**src/rtl/mixreg_pkg.sv**
```systemverilog
`timescale 1ns/1ps
package mixreg_pkg;

  localparam int BYTE_W     = 8;
  localparam int ADDR_W     = 8;
  localparam int WORD_W     = 32;
  localparam int NARROW_N   = 29;                 // one-byte locations 0x00..0x1C
  localparam int WIDE_N     = 2;                  // four-byte locations
  localparam int WIDE_BYTES = WORD_W / BYTE_W;
  localparam int STAGE_W    = WORD_W - BYTE_W;
  localparam int CNT_W      = $clog2(WIDE_BYTES + 1);
  localparam int NIDX_W     = $clog2(NARROW_N);
  localparam int WSEL_W     = (WIDE_N > 1) ? $clog2(WIDE_N) : 1;

  localparam logic [ADDR_W-1:0] LAST_NARROW = ADDR_W'(NARROW_N - 1);
  localparam logic [ADDR_W-1:0] ID_ADDR     = 8'h01;
  localparam logic [ADDR_W-1:0] ERR_ADDR    = 8'h02;
  localparam logic [BYTE_W-1:0] ID_VALUE    = 8'h03;
  localparam logic [BYTE_W-1:0] FILL_BYTE   = 8'hFF;

  typedef enum logic [2:0] {
    SQ_IDLE, SQ_ADDR, SQ_DATA, SQ_DROP, SQ_READ
  } seq_state_e;

  function automatic logic [ADDR_W-1:0] wide_addr(input int i);
    return (i == 0) ? 8'h20 : 8'h25;
  endfunction

  function automatic logic narrow_present(input logic [ADDR_W-1:0] a);
    return (a <= LAST_NARROW) && (a != 8'h0F) && !((a >= 8'h11) && (a <= 8'h17));
  endfunction

  function automatic logic [BYTE_W-1:0] narrow_default(input int i);
    logic [BYTE_W-1:0] v;
    case (i)
      0:                   v = 8'h6C;
      1:                   v = ID_VALUE;
      3:                   v = 8'hA0;
      4:                   v = 8'h05;
      5:                   v = 8'h60;
      7:                   v = 8'hFF;
      8, 9, 10, 11, 12, 13: v = 8'h30;
      24:                  v = 8'h3F;
      26:                  v = 8'h18;
      27:                  v = 8'h82;
      28:                  v = 8'h05;
      default:             v = 8'h00;
    endcase
    return v;
  endfunction

endpackage

```
**src/rtl/mixreg_decode.sv**
```systemverilog
`timescale 1ns/1ps
module mixreg_decode
  import mixreg_pkg::*;
(
  input  logic [ADDR_W-1:0] addr,
  output logic              hit,
  output logic              is_wide,
  output logic              can_write,
  output logic [WSEL_W-1:0] wsel,
  output logic [NIDX_W-1:0] nidx
);

  logic [WIDE_N-1:0] wide_hit;

  for (genvar g = 0; g < WIDE_N; g++) begin : g_wide_match
    assign wide_hit[g] = (addr == wide_addr(g));
  end

  always_comb begin
    hit       = 1'b0;
    is_wide   = 1'b0;
    can_write = 1'b0;
    wsel      = '0;
    nidx      = addr[NIDX_W-1:0];
    if (narrow_present(addr)) begin
      hit       = 1'b1;
      can_write = (addr != ID_ADDR);
    end
    for (int i = 0; i < WIDE_N; i++) begin
      if (wide_hit[i]) begin
        hit       = 1'b1;
        is_wide   = 1'b1;
        can_write = 1'b1;
        wsel      = WSEL_W'(i);
      end
    end
  end

endmodule

```
**src/rtl/mixreg_store.sv**
```systemverilog
`timescale 1ns/1ps
module mixreg_store
  import mixreg_pkg::*;
(
  input  logic              clk,
  input  logic              rst_n,
  input  logic              n_we,
  input  logic              w_we,
  input  logic [WORD_W-1:0] wdata,
  input  logic              sel_wide,
  input  logic [WSEL_W-1:0] sel_w,
  input  logic [NIDX_W-1:0] sel_n,
  output logic [WORD_W-1:0] rd_word
);

  logic [BYTE_W-1:0] narrow_q [NARROW_N];
  logic [WORD_W-1:0] wide_q   [WIDE_N];

  for (genvar g = 0; g < NARROW_N; g++) begin : g_narrow
    logic              en;
    logic [BYTE_W-1:0] nxt;
    always_comb begin
      en  = n_we && (sel_n == NIDX_W'(g));
      nxt = en ? wdata[BYTE_W-1:0] : narrow_q[g];
    end
    always_ff @(posedge clk or negedge rst_n) begin
      if (!rst_n) narrow_q[g] <= narrow_default(g);
      else        narrow_q[g] <= nxt;
    end
  end

  for (genvar g = 0; g < WIDE_N; g++) begin : g_wide
    logic              en;
    logic [WORD_W-1:0] nxt;
    always_comb begin
      en  = w_we && (sel_w == WSEL_W'(g));
      nxt = en ? wdata : wide_q[g];
    end
    always_ff @(posedge clk or negedge rst_n) begin
      if (!rst_n) wide_q[g] <= '0;
      else        wide_q[g] <= nxt;
    end


    wide_hold_chk: assert property (@(posedge clk) disable iff (!rst_n)
      !(w_we && (sel_w == WSEL_W'(g))) |=> $stable(wide_q[g]));
  end

  always_comb begin
    rd_word = '0;
    if (sel_wide) begin
      for (int i = 0; i < WIDE_N; i++)
        if (sel_w == WSEL_W'(i)) rd_word = wide_q[i];
    end else begin
      for (int i = 0; i < NARROW_N; i++)
        if (sel_n == NIDX_W'(i)) rd_word = {{(WORD_W-BYTE_W){1'b0}}, narrow_q[i]};
    end
  end

endmodule

```
**src/rtl/mixreg_seq.sv**
```systemverilog
`timescale 1ns/1ps
module mixreg_seq
  import mixreg_pkg::*;
(
  input  logic              clk,
  input  logic              rst_n,
  input  logic              bus_start,
  input  logic              bus_rd,
  input  logic              bus_stop,
  input  logic              wr_valid,
  input  logic [BYTE_W-1:0] wr_byte,
  input  logic              rd_req,
  input  logic [BYTE_W-1:0] err_in,
  output logic [ADDR_W-1:0] dec_addr,
  input  logic              dec_hit,
  input  logic              dec_wide,
  input  logic              dec_wr_ok,
  input  logic [WORD_W-1:0] rd_word,
  output logic              n_we,
  output logic              w_we,
  output logic [WORD_W-1:0] wdata,
  output logic              ack_valid,
  output logic              ack,
  output logic              rd_valid,
  output logic [BYTE_W-1:0] rd_byte,
  output logic              addr_fault,
  output logic              cfg_we,
  output logic [ADDR_W-1:0] cfg_addr,
  output logic [WORD_W-1:0] cfg_data
);

  seq_state_e         state_q, state_d;
  logic [ADDR_W-1:0]  addr_q, addr_d;
  logic               aok_q, aok_d;
  logic [CNT_W-1:0]   cnt_q, cnt_d;
  logic [STAGE_W-1:0] stage_q, stage_d;
  logic               ackv_q, ackv_d, ack_q, ack_d;
  logic               rdv_q, rdv_d;
  logic [BYTE_W-1:0]  rdb_q, rdb_d;
  logic               flt_q, flt_d;
  logic               cwe_q, cwe_d;
  logic [ADDR_W-1:0]  cad_q, cad_d;
  logic [WORD_W-1:0]  cdt_q, cdt_d;
  logic [CNT_W-1:0]   reg_len;
  logic [BYTE_W-1:0]  pick_byte;

  assign dec_addr = (state_q == SQ_ADDR) ? wr_byte : addr_q;
  assign reg_len  = dec_wide ? CNT_W'(WIDE_BYTES) : CNT_W'(1);

  always_comb begin
    pick_byte = rd_word[BYTE_W-1:0];
    if (addr_q == ERR_ADDR) begin
      pick_byte = err_in;
    end else if (dec_wide) begin
      for (int i = 0; i < WIDE_BYTES; i++)
        if (cnt_q == CNT_W'(i)) pick_byte = rd_word[WORD_W-1-BYTE_W*i -: BYTE_W];
    end
  end

  always_comb begin
    state_d = state_q;
    addr_d  = addr_q;
    aok_d   = aok_q;
    cnt_d   = cnt_q;
    stage_d = stage_q;
    ackv_d  = 1'b0;
    ack_d   = 1'b0;
    rdv_d   = 1'b0;
    rdb_d   = rdb_q;
    flt_d   = 1'b0;
    cwe_d   = 1'b0;
    cad_d   = cad_q;
    cdt_d   = cdt_q;
    n_we    = 1'b0;
    w_we    = 1'b0;
    wdata   = {stage_q, wr_byte};
    if (bus_start) begin
      state_d = bus_rd ? SQ_READ : SQ_ADDR;
      cnt_d   = '0;
    end else if (bus_stop) begin
      state_d = SQ_IDLE;
      cnt_d   = '0;
    end else begin
      if (wr_valid) begin
        ackv_d = 1'b1;
        case (state_q)
          SQ_ADDR: begin
            if (dec_hit) begin
              addr_d  = wr_byte;
              aok_d   = 1'b1;
              ack_d   = 1'b1;
              cnt_d   = '0;
              state_d = SQ_DATA;
            end else begin
              aok_d   = 1'b0;
              flt_d   = 1'b1;
              state_d = SQ_DROP;
            end
          end
          SQ_DATA: begin
            if ((cnt_q < reg_len) && dec_wr_ok) begin
              ack_d = 1'b1;
              cnt_d = cnt_q + CNT_W'(1);
              if (!dec_wide) begin
                if (addr_q != ERR_ADDR) begin
                  wdata = {{(WORD_W-BYTE_W){1'b0}}, wr_byte};
                  n_we  = 1'b1;
                  cwe_d = 1'b1;
                  cad_d = addr_q;
                  cdt_d = wdata;
                end
              end else if (cnt_q == CNT_W'(WIDE_BYTES - 1)) begin
                w_we  = 1'b1;
                cwe_d = 1'b1;
                cad_d = addr_q;
                cdt_d = wdata;
              end else begin
                stage_d = {stage_q[STAGE_W-BYTE_W-1:0], wr_byte};
              end
            end else begin
              state_d = SQ_DROP;
            end
          end
          default: ack_d = 1'b0;
        endcase
      end
      if (rd_req) begin
        rdv_d = 1'b1;
        rdb_d = FILL_BYTE;
        if ((state_q == SQ_READ) && aok_q && (cnt_q < reg_len)) begin
          rdb_d = pick_byte;
          cnt_d = cnt_q + CNT_W'(1);
        end
      end
    end
  end

  always_ff @(posedge clk or negedge rst_n) begin
    if (!rst_n) begin
      state_q <= SQ_IDLE;
      addr_q  <= '0;
      aok_q   <= 1'b0;
      cnt_q   <= '0;
      stage_q <= '0;
      ackv_q  <= 1'b0;
      ack_q   <= 1'b0;
      rdv_q   <= 1'b0;
      rdb_q   <= '0;
      flt_q   <= 1'b0;
      cwe_q   <= 1'b0;
      cad_q   <= '0;
      cdt_q   <= '0;
    end else begin
      state_q <= state_d;
      addr_q  <= addr_d;
      aok_q   <= aok_d;
      cnt_q   <= cnt_d;
      stage_q <= stage_d;
      ackv_q  <= ackv_d;
      ack_q   <= ack_d;
      rdv_q   <= rdv_d;
      rdb_q   <= rdb_d;
      flt_q   <= flt_d;
      cwe_q   <= cwe_d;
      cad_q   <= cad_d;
      cdt_q   <= cdt_d;
    end
  end

  assign ack_valid  = ackv_q;
  assign ack        = ack_q;
  assign rd_valid   = rdv_q;
  assign rd_byte    = rdb_q;
  assign addr_fault = flt_q;
  assign cfg_we     = cwe_q;
  assign cfg_addr   = cad_q;
  assign cfg_data   = cdt_q;


  ack_follow_chk: assert property (@(posedge clk) disable iff (!rst_n)
    (wr_valid && !bus_start && !bus_stop) |=> ack_valid);


  rd_follow_chk: assert property (@(posedge clk) disable iff (!rst_n)
    (rd_req && !bus_start && !bus_stop) |=> rd_valid);


  fault_nak_chk: assert property (@(posedge clk) disable iff (!rst_n)
    addr_fault |-> (ack_valid && !ack));


  cfg_acked_chk: assert property (@(posedge clk) disable iff (!rst_n)
    cfg_we |-> (ack_valid && ack));


  drop_nak_chk: assert property (@(posedge clk) disable iff (!rst_n)
    (state_q == SQ_DROP && wr_valid && !bus_start && !bus_stop) |=> !ack);

endmodule

```
**src/rtl/mixreg_i2c_target.sv**
```systemverilog
`timescale 1ns/1ps
module mixreg_i2c_target
  import mixreg_pkg::*;
(
  input  logic        clk,
  input  logic        rst_n,
  input  logic        bus_start,
  input  logic        bus_rd,
  input  logic        bus_stop,
  input  logic        wr_valid,
  input  logic [7:0]  wr_byte,
  input  logic        rd_req,
  input  logic [7:0]  err_in,
  output logic        ack_valid,
  output logic        ack,
  output logic        rd_valid,
  output logic [7:0]  rd_byte,
  output logic        addr_fault,
  output logic        cfg_we,
  output logic [7:0]  cfg_addr,
  output logic [31:0] cfg_data
);

  logic              rst_meta, rst_sync;
  logic [ADDR_W-1:0] dec_addr;
  logic              dec_hit, dec_wide, dec_wr_ok;
  logic [WSEL_W-1:0] dec_wsel;
  logic [NIDX_W-1:0] dec_nidx;
  logic              n_we, w_we;
  logic [WORD_W-1:0] wdata, rd_word;

  always_ff @(posedge clk or negedge rst_n) begin
    if (!rst_n) begin
      rst_meta <= 1'b0;
      rst_sync <= 1'b0;
    end else begin
      rst_meta <= 1'b1;
      rst_sync <= rst_meta;
    end
  end

  mixreg_decode u_decode (
    .addr      (dec_addr),
    .hit       (dec_hit),
    .is_wide   (dec_wide),
    .can_write (dec_wr_ok),
    .wsel      (dec_wsel),
    .nidx      (dec_nidx)
  );

  mixreg_store u_store (
    .clk      (clk),
    .rst_n    (rst_sync),
    .n_we     (n_we),
    .w_we     (w_we),
    .wdata    (wdata),
    .sel_wide (dec_wide),
    .sel_w    (dec_wsel),
    .sel_n    (dec_nidx),
    .rd_word  (rd_word)
  );

  mixreg_seq u_seq (
    .clk        (clk),
    .rst_n      (rst_sync),
    .bus_start  (bus_start),
    .bus_rd     (bus_rd),
    .bus_stop   (bus_stop),
    .wr_valid   (wr_valid),
    .wr_byte    (wr_byte),
    .rd_req     (rd_req),
    .err_in     (err_in),
    .dec_addr   (dec_addr),
    .dec_hit    (dec_hit),
    .dec_wide   (dec_wide),
    .dec_wr_ok  (dec_wr_ok),
    .rd_word    (rd_word),
    .n_we       (n_we),
    .w_we       (w_we),
    .wdata      (wdata),
    .ack_valid  (ack_valid),
    .ack        (ack),
    .rd_valid   (rd_valid),
    .rd_byte    (rd_byte),
    .addr_fault (addr_fault),
    .cfg_we     (cfg_we),
    .cfg_addr   (cfg_addr),
    .cfg_data   (cfg_data)
  );


  reset_quiet_chk: assert property (@(posedge clk) disable iff (!rst_sync)
    $rose(rst_sync) |-> (!cfg_we && !ack_valid && !rd_valid));

endmodule

```
**config.mk**
```make
export PLATFORM = sky130hd
export DESIGN_NAME = mixreg_i2c_target
export DESIGN_NICKNAME = d
export VERILOG_FILES = /design/src/rtl/mixreg_pkg.sv /design/src/rtl/mixreg_decode.sv /design/src/rtl/mixreg_store.sv /design/src/rtl/mixreg_seq.sv /design/src/rtl/mixreg_i2c_target.sv
export SDC_FILE = /design/constraint.sdc
export NUM_CORES = 1
export LEC_CHECK = 0
export ABC_AREA = 1
export BUFFER_PORTS_ARGS = -buffer_cell sky130_fd_sc_hd__buf_2
export CORE_MARGIN = 10
export CORE_UTILIZATION = 45
export CTS_BUF_LIST = sky130_fd_sc_hd__clkbuf_8
export DETAILED_ROUTE_END_ITERATION = 12
export PLACE_DENSITY = 0.63
export SKIP_LAST_GASP = 1
export SLEW_MARGIN = 25
export SYNTH_ARGS = -nofsm -noshare
export SYNTH_HDL_FRONTEND = slang
export SYNTH_SLANG_ARGS = --single-unit
```
**constraint.sdc**
```tcl
create_clock -name clk -period 11 [get_ports clk]
set_clock_uncertainty 0.1 [all_clocks]
set_input_delay 0.55 -clock clk [delete_from_list [all_inputs] [get_ports clk]]
set_output_delay 0.55 -clock clk [all_outputs]
set_load 0.05 [all_outputs]
```
After elaboration in Yosys (flattened, before gate mapping)
Cells that the tools add are included.
- register bits: 390
- input bits: 23
- output and inout bits: 53
- word-level logic and storage cells: 260
- add/subtract/negate cells: 1
- magnitude comparators: 4
- equal/unequal tests: 42
- multiplexer cells: 114
- bitwise gates (word level): 4
- reductions and logical operators: 49
- operator list (kind ; number):
    $mux 32 ; 40
    $mux 8 ; 12
    $eq 5x5->1 const B ; 13
    $mux 1 ; 46
    $eq 5x4->1 const B ; 8
    $mux 3 ; 13
    $logic_and 1x1->1 ; 37
    $eq 5x3->1 const B ; 4
    $eq 8x6->1 const B ; 2
    $le 8x5->1 const B ; 2
    $reduce_and 7->1 ; 2
    $pmux 3 s2 ; 2
    $eq 5x2->1 const B ; 2
    $eq 3x2->1 const B ; 3
    $eq 8x2->1 const B ; 1
    $ge 8x5->1 const B ; 1
    $ne 8x1->1 const B ; 1
    $ne 8x2->1 const B ; 1
    $ne 8x4->1 const B ; 1
    $eq 3x1->1 const B ; 2
    $reduce_and 3->1 ; 2
    $eq 5x1->1 const B ; 1
    $logic_not 5->1 ; 1
    $reduce_and 5->1 ; 1
    other kinds (13) ; 16

Depth between registers and ports, before layout
Gate-level depths: netlist of run 1.
- word-level depth: 40
- mapped depth: 31
- gate-level depth less buffers: 29

Cells and area by module
From an unflattened synthesis of run 1, not the netlist that was laid out.
- cells, all modules: 2395
- area total of the unflattened synthesis: 18428.9 µm²
- modules (own cells, without submodules) (module ; instances ; cells each ; area each (µm²) ; seq. area each (µm²)):
    mixreg_store ; 1 ; 1664 ; 13297.8 ; 7462.2
    mixreg_seq ; 1 ; 693 ; 4904.7 ; 2302.2
    mixreg_decode ; 1 ; 35 ; 172.7 ; 0.0
    mixreg_i2c_target ; 1 ; 3 ; 53.8 ; 50.0

Least setup slack after synthesis of run 1
Ideal clock, no wire load.
- path type: input -> register
- from: input wr_byte[1]
- to: register u_store.narrow_q[184] in the netlist's numbering
- arrival time: 3.483 ns
- path slack: 7.300 ns
- stages: 29
- path through: inv_1 -> nand3_1 -> nand2_2 -> nand2_4 -> nor2_8 -> inv_4 -> nor2_8 -> inv_4 -> nor2_8 -> inv_4 -> nand2_4 -> inv_4 -> ha_1 -> a21oi_2 -> o211ai_4 -> nor2_4 -> inv_2 -> nor2_2 -> inv_2 -> nor2_4 -> inv_2 -> nor2_8 -> inv_4 -> buf_8 -> nor2_2 -> inv_2 -> buf_6 -> a21oi_1 -> inv_1
- cells in the longest elaborated chain, start to end: 15
- elaborated cells on any way between the ends: 34
- those cells by class: order compare (4); eq/ne (5); mux (19); reduce/logical (6)
- ends and longest elaborated chain (item ; line ; text):
    from (decl) ; mixreg_i2c_target.sv:11 ; input logic [7:0] wr_byte,
    $mux 8 (*) ; mixreg_seq.sv:47 ; assign dec_addr = (state_q == SQ_ADDR) ? wr_byte : addr_q;
    $ge 8x5->1 / $le 8x5->1 (equally long branches) ; mixreg_pkg.sv:30 ; return (a <= LAST_NARROW) && (a != 8'h0F) && !((a >= 8'h11) && (a <= 8'h17));
    $logic_and 1x1->1 ; mixreg_pkg.sv:30 ;
    $logic_not 1->1 ; mixreg_pkg.sv:30 ;
    $logic_and 1x1->1 ; mixreg_pkg.sv:30 ;
    $mux 1 ; mixreg_decode.sv:25 ; if (narrow_present(addr)) begin
    $mux 1 (2 in series) ; mixreg_decode.sv:30 ; if (wide_hit[i]) begin
    $logic_and 1x1->1 ; mixreg_seq.sv:101 ; if ((cnt_q < reg_len) && dec_wr_ok) begin
    $mux 1 ; mixreg_seq.sv:101 ;
    $mux 1 ; mixreg_seq.sv:86 ; case (state_q)
    $mux 1 ; mixreg_seq.sv:84 ; if (wr_valid) begin
    $mux 1 ; mixreg_seq.sv:80 ; end else if (bus_stop) begin
    $mux 1 ; mixreg_seq.sv:77 ; if (bus_start) begin
    $logic_and 1x1->1 ; mixreg_store.sv:23 ; en = n_we && (sel_n == NIDX_W'(g));
    to (signal, indexed assignment) ; mixreg_store.sv:27 ; if (!rst_n) narrow_q[g] <= narrow_default(g);
    to (signal, indexed assignment) ; mixreg_store.sv:28 ; else narrow_q[g] <= nxt;
    to (decl) ; mixreg_store.sv:16 ; logic [BYTE_W-1:0] narrow_q [NARROW_N];
Mark *: on every way between the ends. The rest lies on a longest branch, timed or not.
A chain may end at the register's enable or synchronous reset.

Worst setup path in the final report of run 1
- from: register u_seq.state_q[1]
- to: register u_store.wide_q[10] in the netlist's numbering
- cells in the longest elaborated chain, start to end: 16
- elaborated cells on any way between the ends: 36
- those cells by class: order compare (4); eq/ne (6); mux (20); reduce/logical (6)
- ends and longest elaborated chain (item ; line ; text):
    from (decl) ; mixreg_seq.sv:32 ; seq_state_e state_q, state_d;
    from (signal assigned) ; mixreg_seq.sv:154 ; state_q <= state_d;
    $eq 3x1->1 ; mixreg_seq.sv:47 ;
    $mux 8 ; mixreg_seq.sv:47 ;
    $ge 8x5->1 / $le 8x5->1 (equally long branches) ; mixreg_pkg.sv:30 ;
    $logic_and 1x1->1 ; mixreg_pkg.sv:30 ;
    $logic_not 1->1 ; mixreg_pkg.sv:30 ;
    $logic_and 1x1->1 ; mixreg_pkg.sv:30 ;
    $mux 1 ; mixreg_decode.sv:25 ;
    $mux 1 (2 in series) ; mixreg_decode.sv:30 ;
    $logic_and 1x1->1 ; mixreg_seq.sv:101 ;
    $mux 1 ; mixreg_seq.sv:101 ;
    $mux 1 ; mixreg_seq.sv:86 ;
    $mux 1 ; mixreg_seq.sv:84 ;
    $mux 1 ; mixreg_seq.sv:80 ;
    $mux 1 ; mixreg_seq.sv:77 ;
    $logic_and 1x1->1 ; mixreg_store.sv:36 ; en = w_we && (sel_w == WSEL_W'(g));
    to (signal, indexed assignment) ; mixreg_store.sv:41 ; else wide_q[g] <= nxt;
    to (decl) ; mixreg_store.sv:17 ; logic [WORD_W-1:0] wide_q [WIDE_N];
Several ways; a longest one is shown, not always the timed one.

==> flow_metrics.env, run 1 <==
export IMPL_status="completed"
export IMPL_slew_headroom_pct=33.4
export IMPL_final_util_pct=50.5
export IMPL_comb_power_share_pct=5.0
export IMPL_routedWlPerCell_um=16.7
export IMPL_synth_edf_count=0
export IMPL_worstMarginPinSlew_ns=0.993
export IMPL_post_dp_hpwl_mm=31.4
export IMPL_timing_rr_end="u_store.wide_q[10]"
export IMPL_placed_cell_area_um2=18700
export IMPL_cap_violations=0
export IMPL_final_layout_size_suffix_gt1_share_pct=14.5
export IMPL_route_detailed_drc=0
export IMPL_worst_setup_path_end_kind="flip-flop"
export IMPL_grt_pass1_vias=14100
export IMPL_synth_area_um2=18200
export IMPL_crit_fanout=64
export IMPL_root_buffer="clkbuf_8"
export IMPL_r2r_start="u_seq.state_q[1]"
export IMPL_post_cts_resized=0
export IMPL_power_switching_uw=736
export IMPL_antenna_found_initial=1
export IMPL_grt_overflow=0
export IMPL_yosys_warnings=0
export IMPL_drt_initial_drc_count=1351
export IMPL_finalHoldViolations=0
export IMPL_p_total_uw=2960
export IMPL_setup_violations=0
export IMPL_pwr_share_seq_pct=48.8
export IMPL_holdBufCountCts=1
export IMPL_grt_use_met1_pct=26.7
export IMPL_dieWidth_um=221
export IMPL_holdPathEnd="u_seq.addr_q[2]"
export IMPL_netSwitchingFraction_pct=24.9
export IMPL_clk_pin_slew_worst_paths_ns=0.06
export IMPL_min_path_type="input port to flip-flop"
export IMPL_grt_pass1_wl_mm=77.0
export IMPL_hold_slack_ns=0.0943
export IMPL_ant_nets=0
export IMPL_port_buffers=75
export IMPL_start_util_pct=45.7
export IMPL_avgSynthCellArea_um2=8.10
export IMPL_period_needed_ns=5.53
export IMPL_critical_path_startpoint_type="flip-flop"
export IMPL_finalCritPeriodShare_pct=50.3
export IMPL_num_rows=73
export IMPL_min_from="wr_byte[2]"
export IMPL_ff2ff_setup_slack_ns=5.47
export IMPL_cts_sinks=390
export IMPL_cellPowerDensity_nw_per_um2=147
export IMPL_grt_usage_pct=19.2
export IMPL_viasPerCell=5.03
export IMPL_finalMaxSlewViolations=0
export IMPL_leakage_uw=0.0114
export IMPL_dieArea_um2=48900
export IMPL_peakVddDrop_v=0.0000741
export IMPL_drt_wl_total_mm=47.4
export IMPL_clock_latency_ns=0.61
export IMPL_pin_count=76
export IMPL_nNetsFinal=2280
export IMPL_vias=14200
export IMPL_hold_depth=3
export IMPL_post_route_cell_area_um2=20200
export IMPL_syn_to_final_growth_pct=10.6
export IMPL_busiest_layer="met2"
export IMPL_ys_seq_elements=390
export IMPL_async_reset_ff_share_pct=100
export IMPL_post_cts_setup_buffer_count=0
export IMPL_yosysSeqAreaShare_pct=53.9
export IMPL_cts_buffers=69
export IMPL_syn_nets=2278
export IMPL_cts_buffer_depth=3
export IMPL_critPathKind="flip-flop to flip-flop"
export IMPL_timing_fmax_mhz=181
export IMPL_synthDistinctLibCells=43
export IMPL_grt_met2_usage_pct=28.8
export IMPL_gp_congestion=0.829
export IMPL_cts_tree="yes"
export IMPL_dieHeight_um=221
export IMPL_final_setup_tns_ns=0
export IMPL_rsz0062_at_grt="false"
export IMPL_worstPathRequired_ns=11.44
export IMPL_p_int_uw=2220
export IMPL_htree_levels=3
export IMPL_ff2ff_path_depth=26
export IMPL_syn_inst=2249
export IMPL_globalRouteMet3Util_pct=3.94
export IMPL_grt_max_degree=178
export IMPL_cp_arrival_ns=5.97
export IMPL_core_um2=39900
export IMPL_drtPass1Iterations=5
export IMPL_clkPwrFrac_pct=46.2
export IMPL_ys_flop_type="dfrtp_1"
-- layer usage --
| metal | vias to the layer above | wire, um |
|---|---|---|
| met2 | 366 | 20900 |
| met1 | 6790 | 22200 |
| met5 | - | 13 |
| met3 | 97 | 2840 |
| li1 | 6982 | - |
| met4 | 2 | 1380 |
-- state kept, by name, indices dropped and copies added (netlist names), 8 cells and up --
| register | cells |
|---|---|
| u_seq.addr_q | 8 |
| u_seq.cfg_addr | 8 |
| u_seq.cfg_data | 32 |
| u_seq.rd_byte | 8 |
| u_seq.stage_q | 24 |
| u_store.narrow_q | 232 |
| u_store.wide_q | 64 |
-- cells in the mapped netlist (all sizes together) (2+ instances only) --
library cell | n | share of area, %
nand2 | 423 | 9.0
inv | 383 | 8.0
dfrtp | 346 | 48
nor2 | 294 | 7.0
a21oi | 271 | 7.5
clkbuf | 128 | 2.6
o21ai | 79 | 2.3
nand3 | 58 | 1.7
nor3 | 58 | 1.6
dfstp | 44 | 6.3
nand4 | 42 | 1.4
buf | 35 | 1.3
or2 | 27 | 0.93
o31ai | 26 | 1.1
o211ai | 7 | 0.36
ha | 6 | 0.41
a32o | 5 | 0.27
a221o | 3 | 0.16
a221oi | 3 | 0.14
clkinv | 3 | 0.062
nor4 | 2 | 0.069
o22ai | 2 | 0.069
-- power by group through the flow --
| stage | Combinational [uW] | Sequential [uW] | Clock (uW) |
|---|---|---|---|
| 2_1_floorplan | 75.1 | 1490 | 0 |
| 3_3_place_gp | 147 | 1470 | 0 |
| 3_5_place_dp | 149 | 1470 | 0 |
| 4_1_cts | 149 | 1450 | 1400 |
| 5_1_grt | 165 | 1450 | 1480 |
| 6_report | 148 | 1450 | 1370 |
-- final cells by class --
class,count,area [um^2]
antenna,1,2.50
clock buffer,86,1180
clock inverter,41,234
fill,3734,19800
inverter,386,1460
multi-input combinational,1310,6260
sequential,390,9820
tap,525,657
timing repair buffer,94,537
-- worst max-delay path: stages, from the launching register on --
cell,delay (ns)
dfrtp_1,0.39
inv_2,0.13
nand3_4,0.21
nand2_1,0.17
o21ai_4,0.14
nor2_8,0.25
inv_4,0.09
nor2_8,0.16
inv_4,0.08
nor2_8,0.40
inv_4,0.27
nand2_4,0.30
inv_4,0.08
ha_1,0.31
a21oi_2,0.21
o211ai_4,0.12
nor2_4,0.11
inv_2,0.06
nor2_2,0.10
inv_2,0.07
nor2_4,0.09
inv_2,0.09
nor3_1,0.20
clkinv_2,0.68
nor3_1,0.43
a21oi_1,0.09
inv_1,0.09
-- cells by family (layout without fill, tap and decap cells) --
logic type	count (synthesis)	in the layout	share of synthesized area (%)
AO/OA/AOI/OAI	398	398	11.9
adder cells (fa/ha/maj)	6	6	0.412
buffers and inverters	549	607	12.0
other	1	2	0.0206
flip-flops	390	390	53.9
AND/OR/NAND/NOR	905	905	21.8
-- worst max-delay path by stage --
stage	from	endpoint	slack, ns	depth (start not counted)
6_report	u_seq.state_q[1]	u_store.wide_q[10]	5.47	26
5_1_grt	u_seq.state_q[2]	u_store.wide_q[63]	4.91	28
4_1_cts	u_seq.state_q[1]	u_store.wide_q[10]	5.82	26
3_5_place_dp	wr_byte[4]	u_store.wide_q[45]	5.25	27
3_3_place_gp	wr_byte[4]	u_store.wide_q[47]	5.49	27
2_1_floorplan	rst_sync	u_seq.ack	4.58	0
-- cells in the final DEF, fill, tap and decap left out, drive strengths merged --
master       Yosys  routed
clkinv           3       7
bufinv           0       2
o22ai            2       2
nor3            58      58
a221oi           3       3
o2111ai          1       1
and3             1       1
ha               6       6
o211ai           7       7
nor2           294     294
dfstp           44      44
o31ai           26      26
buf             35      93
clkbuf         128      86
clkinvlp         0       4
nand4           42      42
a21oi          271     271
inv            383     414
o21bai           1       1
nand3           58      58
or2             27      27
diode            0       1
nand2          423     423
dfrtp          346     346
conb             1       1
o21ai           79      79
dlygate4sd3      0       1
nor4             2       2
a221o            3       3
a32o             5       5
-- through the flow --
stage / cells / setup slack [ns]
floorplan: 2249 / 4.58
global placement: 2704 / 5.49
detailed placement: 2704 / 5.25
CTS: 2832 / 5.82
global route: 2832 / 4.91
finish: 2833 / 5.47
Note: power is estimated with default switching activity, not from simulation.
==> run 2: changes to the inputs <==
Clock period 11 ns to 5 ns, I/O delays scaled along.
==> flow_metrics.env, run 2 (synthesis results as in run 1) <==
export IMPL_p_int_uw=4800
export IMPL_grt_pass1_vias=14300
export IMPL_setup_violations=0
export IMPL_crit_fanout=24
export IMPL_status="completed"
export IMPL_core_um2=39900
export IMPL_dieWidth_um=221
export IMPL_layout_commonest_cell="nand2_1"
export IMPL_comb_power_share_pct=5.5
export IMPL_start_util_pct=45.7
export IMPL_final_util_pct=51.2
export IMPL_power_switching_uw=1610
export IMPL_timing_fmax_mhz=217
export IMPL_diodes=0
export IMPL_cts_tree="yes"
export IMPL_finalMaxSlewViolations=0
export IMPL_syn_to_final_growth_pct=12.2
export IMPL_min_path_type="input port to flip-flop"
export IMPL_routedWlPerCell_um=16.7
export IMPL_pin_count=76
export IMPL_cp_arrival_ns=4.99
export IMPL_viasPerCell=5.04
export IMPL_cellPowerDensity_nw_per_um2=313
export IMPL_ant_nets=0
export IMPL_top_register="u_store.narrow_q"
export IMPL_route_detailed_drc=0
export IMPL_finalCritPeriodShare_pct=92.0
export IMPL_period_needed_ns=4.60
export IMPL_critical_path_startpoint_type="flip-flop"
export IMPL_crit_family="simple AND/OR/NAND/NOR gates"
export IMPL_clkPwrFrac_pct=44.9
export IMPL_drtPass1Iterations=5
export IMPL_finalHoldViolations=0
export IMPL_slowest_stage="dlygate4sd3_1"
export IMPL_cts_buffers=68
export IMPL_grt_pass1_wl_mm=78.0
export IMPL_critPathBufInv=5
export IMPL_worstMarginPinSlew_ns=1.02
export IMPL_clock_latency_ns=0.62
export IMPL_dieHeight_um=221
export IMPL_htree_levels=3
export IMPL_post_route_cell_area_um2=20400
export IMPL_drt_initial_drc_count=1304
export IMPL_largest_reg_flops=232
export IMPL_critPathKind="flip-flop to flip-flop"
export IMPL_root_buffer="clkbuf_8"
export IMPL_drt_wl_total_mm=47.7
export IMPL_worst_setup_path_end_kind="flip-flop"
export IMPL_n_fill_cell=3759
export IMPL_leakage_uw=0.0115
export IMPL_critical_path_cell_chain="inv_2, nand3_4, nand2_1, nand2_4, nor2_4, nand2_2, nor2_4, nand3_1, nand2_4, inv_4, ha_1, a21oi_2, o211ai_4, nor2_4, inv_2, nand2_1, nand2_1, o211ai_1, dlygate4sd3_1, o21ai_0, dlygate4sd3_1"
export IMPL_final_setup_tns_ns=0
export IMPL_final_cell_mix="nand2_1, inv_1, dfrtp_1, nor2_1, a21oi_1"
export IMPL_rsz0062_at_grt="false"
export IMPL_clk_pin_slew_worst_paths_ns=0.07
export IMPL_grt_overflow=0
export IMPL_vias=14500
export IMPL_post_dp_hpwl_mm=32.3
export IMPL_netSwitchingFraction_pct=25.2
export IMPL_peakVddDrop_v=0.000149
export IMPL_grt_max_degree=110
export IMPL_pwr_share_seq_pct=49.6
export IMPL_port_buffers=75
export IMPL_cap_violations=0
export IMPL_final_layout_size_suffix_gt1_share_pct=14.6
export IMPL_slew_headroom_pct=31.8
export IMPL_nNetsFinal=2315
export IMPL_placed_cell_area_um2=18800
export IMPL_max_stage_delay_ns=0.57
export IMPL_dieArea_um2=48900
export IMPL_grt_usage_pct=19.4
export IMPL_antenna_found_initial=0
export IMPL_num_rows=73
export IMPL_gp_congestion=0.890
export IMPL_cts_buffer_depth=3
export IMPL_worstPathRequired_ns=5.39
export IMPL_cts_sinks=390
## run 2: cell types whose count changed in the layout (fill, tap and decap cells not counted), moves of 3 or more
| cell | previous run | this run |
|---|---|---|
| dlygate4sd3_1 | 1 | 24 |
| buf_4 | 16 | 26 |
| clkbuf_8 | 86 | 82 |
| buf_12 | 1 | 5 |
| inv_1 | 383 | 386 |
## run 2: area by class of cell
type                       count  area (um^2)  area share [%]
sequential                   390         9820            48.0
multi-input combinational   1310         6260            30.6
inverter                     386         1460            7.15
clock buffer                  82         1130            5.52
timing repair buffer         130          911            4.45
tap                          525          657            3.21
clock inverter                43          216            1.06
## run 2: worst paths after layout
check                                        end  cells after the start  slack (ns)             start
min                             u_seq.state_q[1]                      4        0.07          bus_stop
min in group asynchronous  u_store.narrow_q[135]                      0        0.21          rst_sync
min reg2reg                u_store.narrow_q[135]                      0        0.21          rst_sync
max reg2reg                     u_seq.state_q[0]                     21        0.40  u_seq.state_q[2]
max                             u_seq.state_q[0]                     21        0.40  u_seq.state_q[2]
max in group asynchronous  u_store.narrow_q[133]                      2        3.38          rst_sync
## run 2: worst min-delay path, cell delays in order
cell,delay (ns)
buf_2,0.10
nor2_1,0.10
clkinv_1,0.23
a21oi_1,0.07
## run 2: power by group through the flow
stage                     Clock [uW]  Sequential, uW  Combinational, uW
after floorplan                    0            3270                165
after detailed placement           0            3240                330
after global routing            3110            3180                393
final                           2880            3180                353
after global placement             0            3240                327
after CTS                       2950            3180                347
## run 2: routing by layer
layer / vias to the layer above / GRT usage (%) / wire, um
li1: 7037 / - / -
met1: 6972 / 26.6 / 22400
met2: 356 / 30.0 / 21600
met3: 89 / 3.47 / 2350
met4: 0 / 7.57 / 1400
met5: - / 0 / 0
## run 2: what timing repair did
action / CTS / global route
setup buffers: 0 / 0
hold buffers: 24 / 0
hold endpoints to repair: 21 / 0
gates resized for setup: 0 / 0
endpoints found under the setup margin: 0 / 0
## run 2: stage by stage
step / total power [uW] / hold slack, ns / setup WS [ns] / std cells
global route: 6680 / 0.0964 / 0.0786 / 2866
floorplan: 3440 / -0.146 / 1.09 / 2249
CTS: 6480 / 0.0427 / 0.470 / 2865
global placement: 3560 / -0.0629 / 0.739 / 2716
detailed placement: 3570 / -0.0607 / 0.553 / 2716
finish: 6410 / 0.0714 / 0.401 / 2866
